<file path="config.mk">
export PLATFORM = sky130hd
export DESIGN_NAME = prio_irq_ctrl
export DESIGN_NICKNAME = d
export VERILOG_FILES = /design/src/rtl/icu_pkg.sv /design/src/rtl/icu_sync.sv /design/src/rtl/icu_source.sv /design/src/rtl/icu_arbiter.sv /design/src/rtl/prio_irq_ctrl.sv
export SDC_FILE = /design/constraint.sdc
export NUM_CORES = 2
export LEC_CHECK = 0
export BUFFER_PORTS_ARGS = -buffer_cell sky130_fd_sc_hd__buf_4
export CAP_MARGIN = 30
export CORE_MARGIN = 2
export CORE_UTILIZATION = 50
export DETAILED_ROUTE_END_ITERATION = 7
export PLACE_DENSITY = 0.76
export SETUP_SLACK_MARGIN = 0.1
export SLEW_MARGIN = 20
export SYNTH_ARGS = -nofsm -noshare
export SYNTH_HDL_FRONTEND = slang
export SYNTH_SLANG_ARGS = --single-unit
</file>
<file path="constraint.sdc">
create_clock -name clk -period 116.9 [get_ports clk]
set_input_delay 17.535 -clock clk [delete_from_list [all_inputs] [get_ports clk]]
set_output_delay 17.535 -clock clk [all_outputs]
set_load 0.005 [all_outputs]
</file>
<file path="src/rtl/icu_pkg.sv">
package icu_pkg;
  localparam int          PRIO_W   = 3;
  localparam logic [2:0]  PRIO_OFF = 3'd7;
  localparam int          ID_OUT_W = 6;

  typedef enum logic [1:0] {
    SENSE_FALL = 2'b00,
    SENSE_LOW  = 2'b01,
    SENSE_RISE = 2'b10,
    SENSE_HIGH = 2'b11
  } sense_e;

  // bit 6 enable, bit 5 pending, bits 4:3 sense, bits 2:0 priority
  typedef struct packed {
    logic        en;
    logic        pend;
    sense_e      sense;
    logic [2:0]  prio;
  } src_ctrl_t;

  localparam logic [7:0] ADDR_STATUS = 8'h00;
  localparam logic [7:0] ADDR_MASK   = 8'h01;
  localparam logic [1:0] SRC_REGION  = 2'b01;

  function automatic logic admitted(input logic [2:0] prio, input logic [2:0] mask);
    return (prio != PRIO_OFF) && (prio < mask);
  endfunction

  function automatic logic outranks(input logic [2:0] pa, input logic [5:0] ia,
                                    input logic [2:0] pb, input logic [5:0] ib);
    return (pa < pb) || ((pa == pb) && (ia < ib));
  endfunction

  function automatic logic [31:0] pack_status(input logic [3:0] vec, input logic [5:0] id,
                                              input logic [2:0] lvl);
    return {vec, 14'b0, id, 5'b0, lvl};
  endfunction
endpackage

</file>
<file path="src/rtl/icu_sync.sv">
module icu_sync #(
  parameter int STAGES = 2
) (
  input  logic clk,
  input  logic rst_n,
  input  logic d,
  output logic q
);
  logic [STAGES-1:0] chain;

  always_ff @(posedge clk or negedge rst_n) begin
    if (!rst_n) chain <= '0;
    else        chain <= {chain[STAGES-2:0], d};
  end

  assign q = chain[STAGES-1];
endmodule

</file>
<file path="src/rtl/icu_source.sv">
module icu_source
  import icu_pkg::*;
#(
  parameter int SYNC_STAGES = 2
) (
  input  logic       clk,
  input  logic       rst_n,
  input  logic       raw_in,
  input  logic       wr_ctrl,
  input  src_ctrl_t  wr_val,
  input  logic [2:0] mask_lvl,
  output src_ctrl_t  ctrl_view,
  output logic       eligible
);
  logic   s_now, s_prev;
  logic   en_q, latch_q;
  sense_e sense_q;
  logic [2:0] prio_q;
  logic   level_mode, level_val, edge_hit, pend_eff;

  icu_sync #(.STAGES(SYNC_STAGES)) u_sync (
    .clk(clk), .rst_n(rst_n), .d(raw_in), .q(s_now)
  );

  assign level_mode = sense_q[0];
  assign level_val  = sense_q[1] ? s_now : ~s_now;
  assign edge_hit   = ((sense_q == SENSE_FALL) && !s_now &&  s_prev) ||
                      ((sense_q == SENSE_RISE) &&  s_now && !s_prev);
  assign pend_eff   = level_mode ? level_val : latch_q;

  always_ff @(posedge clk or negedge rst_n) begin
    if (!rst_n) begin
      s_prev  <= 1'b0;
      en_q    <= 1'b0;
      sense_q <= SENSE_FALL;
      prio_q  <= PRIO_OFF;
      latch_q <= 1'b0;
    end else begin
      s_prev <= s_now;
      if (wr_ctrl) begin
        en_q    <= wr_val.en;
        sense_q <= wr_val.sense;
        prio_q  <= wr_val.prio;
      end
      if (level_mode)                  latch_q <= 1'b0;
      else if (edge_hit)               latch_q <= 1'b1;
      else if (wr_ctrl && !wr_val.pend) latch_q <= 1'b0;
    end
  end

  assign ctrl_view = '{en: en_q, pend: pend_eff, sense: sense_q, prio: prio_q};
  assign eligible  = en_q && pend_eff && admitted(prio_q, mask_lvl);
endmodule

</file>
<file path="src/rtl/icu_arbiter.sv">
module icu_arbiter
  import icu_pkg::*;
#(
  parameter int NSRC = 64,
  localparam int ID_W = (NSRC > 1) ? $clog2(NSRC) : 1
) (
  input  logic [NSRC-1:0]        elig,
  input  logic [NSRC*PRIO_W-1:0] prio_flat,
  output logic                   win_valid,
  output logic [ID_W-1:0]        win_id,
  output logic [2:0]             win_prio
);
  always_comb begin
    win_valid = 1'b0;
    win_id    = '0;
    win_prio  = PRIO_OFF;
    for (int k = 0; k < NSRC; k++) begin
      if (elig[k] && (!win_valid ||
          outranks(prio_flat[k*PRIO_W +: PRIO_W], 6'(k), win_prio, 6'(win_id)))) begin
        win_valid = 1'b1;
        win_id    = ID_W'(k);
        win_prio  = prio_flat[k*PRIO_W +: PRIO_W];
      end
    end
  end
endmodule

</file>
<file path="src/rtl/prio_irq_ctrl.sv">
module prio_irq_ctrl
  import icu_pkg::*;
#(
  parameter int         NSRC        = 64,
  parameter int         SYNC_STAGES = 2,
  parameter logic [3:0] VEC_BASE    = 4'h0,
  localparam int        ID_W        = (NSRC > 1) ? $clog2(NSRC) : 1
) (
  input  logic            clk,
  input  logic            rst_n,
  input  logic [NSRC-1:0] irq_src,
  input  logic            reg_we,
  input  logic [7:0]      reg_addr,
  input  logic [31:0]     reg_wdata,
  output logic [31:0]     reg_rdata,
  output logic            cpu_irq
);
  logic [2:0]              mask_lvl;
  logic [NSRC-1:0]         elig_vec;
  logic [NSRC*PRIO_W-1:0]  prio_flat;
  src_ctrl_t               views [NSRC];
  logic                    win_valid;
  logic [ID_W-1:0]         win_id;
  logic [2:0]              win_prio;
  logic                    src_sel;
  logic [5:0]              src_idx;
  logic [31:0]             status_word;

  assign src_sel = (reg_addr[7:6] == SRC_REGION);
  assign src_idx = reg_addr[5:0];

  always_ff @(posedge clk or negedge rst_n) begin
    if (!rst_n)                               mask_lvl <= 3'd0;
    else if (reg_we && reg_addr == ADDR_MASK) mask_lvl <= reg_wdata[2:0];
  end

  for (genvar i = 0; i < NSRC; i++) begin : g_src
    icu_source #(.SYNC_STAGES(SYNC_STAGES)) u_src (
      .clk      (clk),
      .rst_n    (rst_n),
      .raw_in   (irq_src[i]),
      .wr_ctrl  (reg_we && src_sel && (src_idx == 6'(i))),
      .wr_val   (src_ctrl_t'(reg_wdata[6:0])),
      .mask_lvl (mask_lvl),
      .ctrl_view(views[i]),
      .eligible (elig_vec[i])
    );
    assign prio_flat[i*PRIO_W +: PRIO_W] = views[i].prio;
  end

  icu_arbiter #(.NSRC(NSRC)) u_arb (
    .elig     (elig_vec),
    .prio_flat(prio_flat),
    .win_valid(win_valid),
    .win_id   (win_id),
    .win_prio (win_prio)
  );

  assign cpu_irq     = win_valid;
  assign status_word = pack_status(VEC_BASE, 6'(win_id), win_prio);

  always_comb begin
    reg_rdata = '0;
    if (reg_addr == ADDR_STATUS)    reg_rdata = status_word;
    else if (reg_addr == ADDR_MASK) reg_rdata = {29'b0, mask_lvl};
    else if (src_sel) begin
      for (int k = 0; k < NSRC; k++)
        if (src_idx == 6'(k)) reg_rdata = {25'b0, views[k]};
    end
  end
endmodule

</file>
==> implementation parameters <==
Parameter                              Value

Status
  Result of the run ... completed

Placement
  DP HPWL ... 97,200 um
  Cell area after placement ... 43,600 sq um
  Last weighted congestion value of the routability-driven placer ... 0.976
  Input/output buffers ... 95

Timing
  Highest clock rate ... 9.12 MHz
  Worst hold margin ... roughly 0.35 ns
  Number of hold-slack violations in the final timing report ... 0
  TNS Setup ... 0 ns
  Time the final worst path needs with I/O delays and setup ... 109.63 ns
  Actual transition at the worst max-transition pin ... about 1.1 ns
  Tcrit/Tclk final ... 0.938
  Final count of negative-setup-slack endpoints ... 0
  Final setup skew ... ~0.051 ns
  Worst slew margin ... 0.271
  Max Transition Viols Final ... 0
  Unrepaired setup endpoints after global routing ... false

Final layout
  Synth-to-Final Area Change ... 11.2%
  Ratio of cells with drive above 1 in the final layout ... 0.212
  NumNets Final ... 4,843
  Area of all placed cells without fillers ... 46,200 sq um

Drt
  Remaining antenna violation count after routing ... 0
  Average wire length per cell after detail routing ... 23.9 um
  Final routed wirelength across all metal layers ... 135,000 um
  Via-per-instance ratio ... between 6 and 7
  # DRC ... 0
  Initial detailed-routing violation count ... 3,211
  Via count ... around 36,000
  Detailed-routing iteration count for the pre-antenna-repair pass ... 8

Floorplanning
  Area enclosed by the die boundary ... about 85,000 sq um
  IO Count ... 140
  Y dimension of the die ... a little under 300 um
  Core footprint ... 82,200 sq um
  Die span in x ... 292 um
  Starting utilization of the core area ... 0.506
  Site row count ... between 100 and 150

Synth
  Number of flops mapped to enable cells by yosys ... 0
  Count of yosys warnings during synthesis ... 0
  Synthesis-stage register bit count ... between 600 and 700
  Average footprint of a synthesized cell ... 9.49 sq um
  Cell Area, Synth ... 41,600 sq um
  Share of the yosys chip area belonging to registers ... 0.393
  Distinct cell type count after synthesis ... 113
  Synth Instances ... 4,383
  Share of flip-flops with an asynchronous set or reset after synthesis ... 1.00
  Commonest register cell after synthesis ... dfrtp_1

GRT
  Overall track demand over capacity in global routing ... 0.311
  Via count of the first global-routing pass ... 34,806
  Maximum number of pins on one net before global-route repair ... 147
  Antenna violations before repair ... 5
  Wire length of the first global-routing pass ... 207,000 um
  Remaining Overflow, GRT ... 0

Power
  Leakage Power ... 19.7 nW
  Worst supply voltage drop on vdd ... 0.0100 mV
  Total power consumption of the routed design ... 0.000699 W
  Power Dens Cells ... 15.1 nW/um^2

Clocking
  Clock root buffer ... clkbuf_16
  Insertion delay of the later-clocked pin in the worst-skew pair ... around 0.67 ns
  Total number of H-tree levels ... 3
  Clock transition at path regs ... 0.06 ns
  Number of buffers created by CTS ... 75
  TritonCTS clock tree ... yes
  CTS sink cnt ... 643
  Worst-case clock buffer depth ... 3
  Postcts setup bufs ... 0

Setup path
  Number of stages on the worst setup path ... 431
  Largest delay contributor family on the critical path ... compound AO/OA/AOI/OAI gates
  Buf+Inv Stages, Crit Path ... 35
  Nature of the critical path endpoint ... output pin
  Required time reported for the critical path endpoint ... slightly below 100 ns
  Type of the worst setup path ... reg2out
  Reg2reg setup slack ... 115.05 ns
  Worst Setup EP ... reg_rdata[12]
  Destination of the worst register-to-register timing path ... mask_lvl[0]$_DFFE_PN0P_
  FF-to-FF path depth ... 3
  Largest driver fanout on the critical path ... 13
  Most frequent cell on the critical path ... ha_1
  Startpoint types ... flip-flop
  Cell type of the slowest stage on the worst timing path ... a2111oi_0
  Biggest cell delay along the critical path ... 0.59 ns
  Data arrival at the endpoint of the critical path ... slightly above 90 ns
  Beginning of the worst register-to-register path ... mask_lvl[0]$_DFFE_PN0P_
  Timing startpoint of the critical path ... mask_lvl[2]$_DFFE_PN0P_

Hold path
  Tightest Hold Check Type ... reg2reg
  Hold Path Depth ... 0

Job
  Number of max-cap violations ... 0
==> Yosys cell counts (all sizes together), types with 11 or more instances <==
cell / number / area share
buf: 35 / 0.0050
nand2b: 64 / 0.0096
nand3: 122 / 0.015
o32ai: 15 / 0.0036
nand4: 28 / 0.0042
a221oi: 44 / 0.0099
o21bai: 11 / 0.0026
dfrtp: 451 / 0.27
a22o: 11 / 0.0023
a211oi: 35 / 0.0069
mux2: 408 / 0.11
and2: 30 / 0.0046
o21a: 47 / 0.0085
o21ai: 250 / 0.031
inv: 205 / 0.019
a21o: 67 / 0.012
xnor2: 64 / 0.013
mux2i: 85 / 0.021
o31ai: 25 / 0.0055
a222oi: 12 / 0.0029
or2: 43 / 0.0065
ha: 238 / 0.072
nand4b: 36 / 0.0076
a22oi: 77 / 0.014
o221ai: 14 / 0.0029
nand3b: 21 / 0.0038
a21boi: 36 / 0.0065
a311oi: 13 / 0.0029
nor4: 12 / 0.0026
nor3: 79 / 0.0099
nand2: 398 / 0.036
o211ai: 27 / 0.0052
a2111oi: 11 / 0.0026
a31oi: 50 / 0.0080
dfstp: 192 / 0.12
a211o: 16 / 0.0034
nor3b: 13 / 0.0026
a21oi: 359 / 0.043
or3: 22 / 0.0033
and3: 26 / 0.0039
nor2: 418 / 0.038
nor2b: 39 / 0.0059
o22ai: 27 / 0.0041
clkbuf: 83 / 0.0075
==> report_power, final <==
group / switching (W) / internal (W)
Clock: 0.000104 / 0.000138
Combinational: 0.000119 / 0.0000815
Sequential: 0.0000169 / 0.000240
Total: 0.000240 / 0.000460
==> cell usage in the layout (no fill, tap or decap), drive strengths merged, types with 50 or more instances in the layout <==
cell,Yosys,routed
dfrtp,451,451
nor2,418,418
mux2,408,408
nand2,398,398
a21oi,359,359
o21ai,250,250
ha,238,238
inv,205,210
dfstp,192,192
buf,35,138
nand3,122,122
clkbuf,83,106
mux2i,85,85
nor3,79,79
a22oi,77,77
a21o,67,67
nand2b,64,64
xnor2,64,64
a31oi,50,50
==> how the worst min path moves through the flow <==
stage / start / to / slack (ns)
finish: g_src[18].u_src.u_sync.chain[0]$_DFF_PN0_ / g_src[18].u_src.u_sync.chain[1]$_DFF_PN0_ / 0.35
global route: g_src[19].u_src.u_sync.chain[0]$_DFF_PN0_ / g_src[19].u_src.u_sync.chain[1]$_DFF_PN0_ / 0.35
CTS: g_src[13].u_src.u_sync.chain[0]$_DFF_PN0_ / g_src[13].u_src.u_sync.chain[1]$_DFF_PN0_ / 0.35
detailed placement: g_src[11].u_src.u_sync.chain[0]$_DFF_PN0_ / g_src[11].u_src.u_sync.chain[1]$_DFF_PN0_ / 0.33
global placement: g_src[61].u_src.u_sync.chain[0]$_DFF_PN0_ / g_src[61].u_src.u_sync.chain[1]$_DFF_PN0_ / 0.33
floorplan: g_src[0].u_src.u_sync.chain[0]$_DFF_PN0_ / g_src[0].u_src.u_sync.chain[1]$_DFF_PN0_ / 0.33
==> sequential cells by signal (all words and copies together), names as in the netlist <==
register                  flops
g_src.u_src.latch_q          64
g_src.u_src.u_sync.chain    128
g_src.u_src.en_q             64
mask_lvl                      3
g_src.u_src.prio_q          192
g_src.u_src.s_prev           64
g_src.u_src.sense_q         128
==> through the flow <==
step           worst slack (ns)   util  instances
2_1_floorplan             19.55      -       4401
3_3_place_gp               9.63  0.529       5483
3_5_place_dp               9.11  0.530       5486
4_1_cts                    8.02  0.561       5626
5_1_grt                   0.143  0.562       5631
6_report                   7.27  0.562       5633
==> per-layer routing <==
layer  vias to the layer above  global-route usage  wire (um)  share of wire
met5                         -                   0         28        0.00021
met4                         6               0.150       6820          0.051
met3                       388              0.0632      12800          0.095
met2                      1731               0.477      58900           0.44
met1                     17662               0.421      56200           0.42
li1                      16394                   -          -              -
==> what timing repair did <==
action                     4_1_cts  5_1_grt
hold buffers                     0        0
setup endpoints to repair        0        6
resized for setup                0        5
==> logic make-up after synthesis <==
kind of cell             after synthesis  share of synthesized area
AND/OR/NAND/NOR                     1372                      0.158
adder cells (fa/ha/maj)              248                     0.0740
buffers and inverters                324                     0.0311
flip-flops                           643                      0.393
multiplexers                         493                      0.132
other                                  1                  0.0000902
AO/OA/AOI/OAI                       1238                      0.199
XOR/XNOR                              64                     0.0135
==> layout make-up <==
type,instances,area (sq um)
fill,7158,36000
tap,1070,1340
clock buffer,106,2160
antenna,2,5.00
inverter,206,773
timing repair buffer,138,1190
multi-input combinational,3434,24000
clock inverter,34,402
sequential,643,16300
Note: power is estimated with default switching activity, not from simulation.
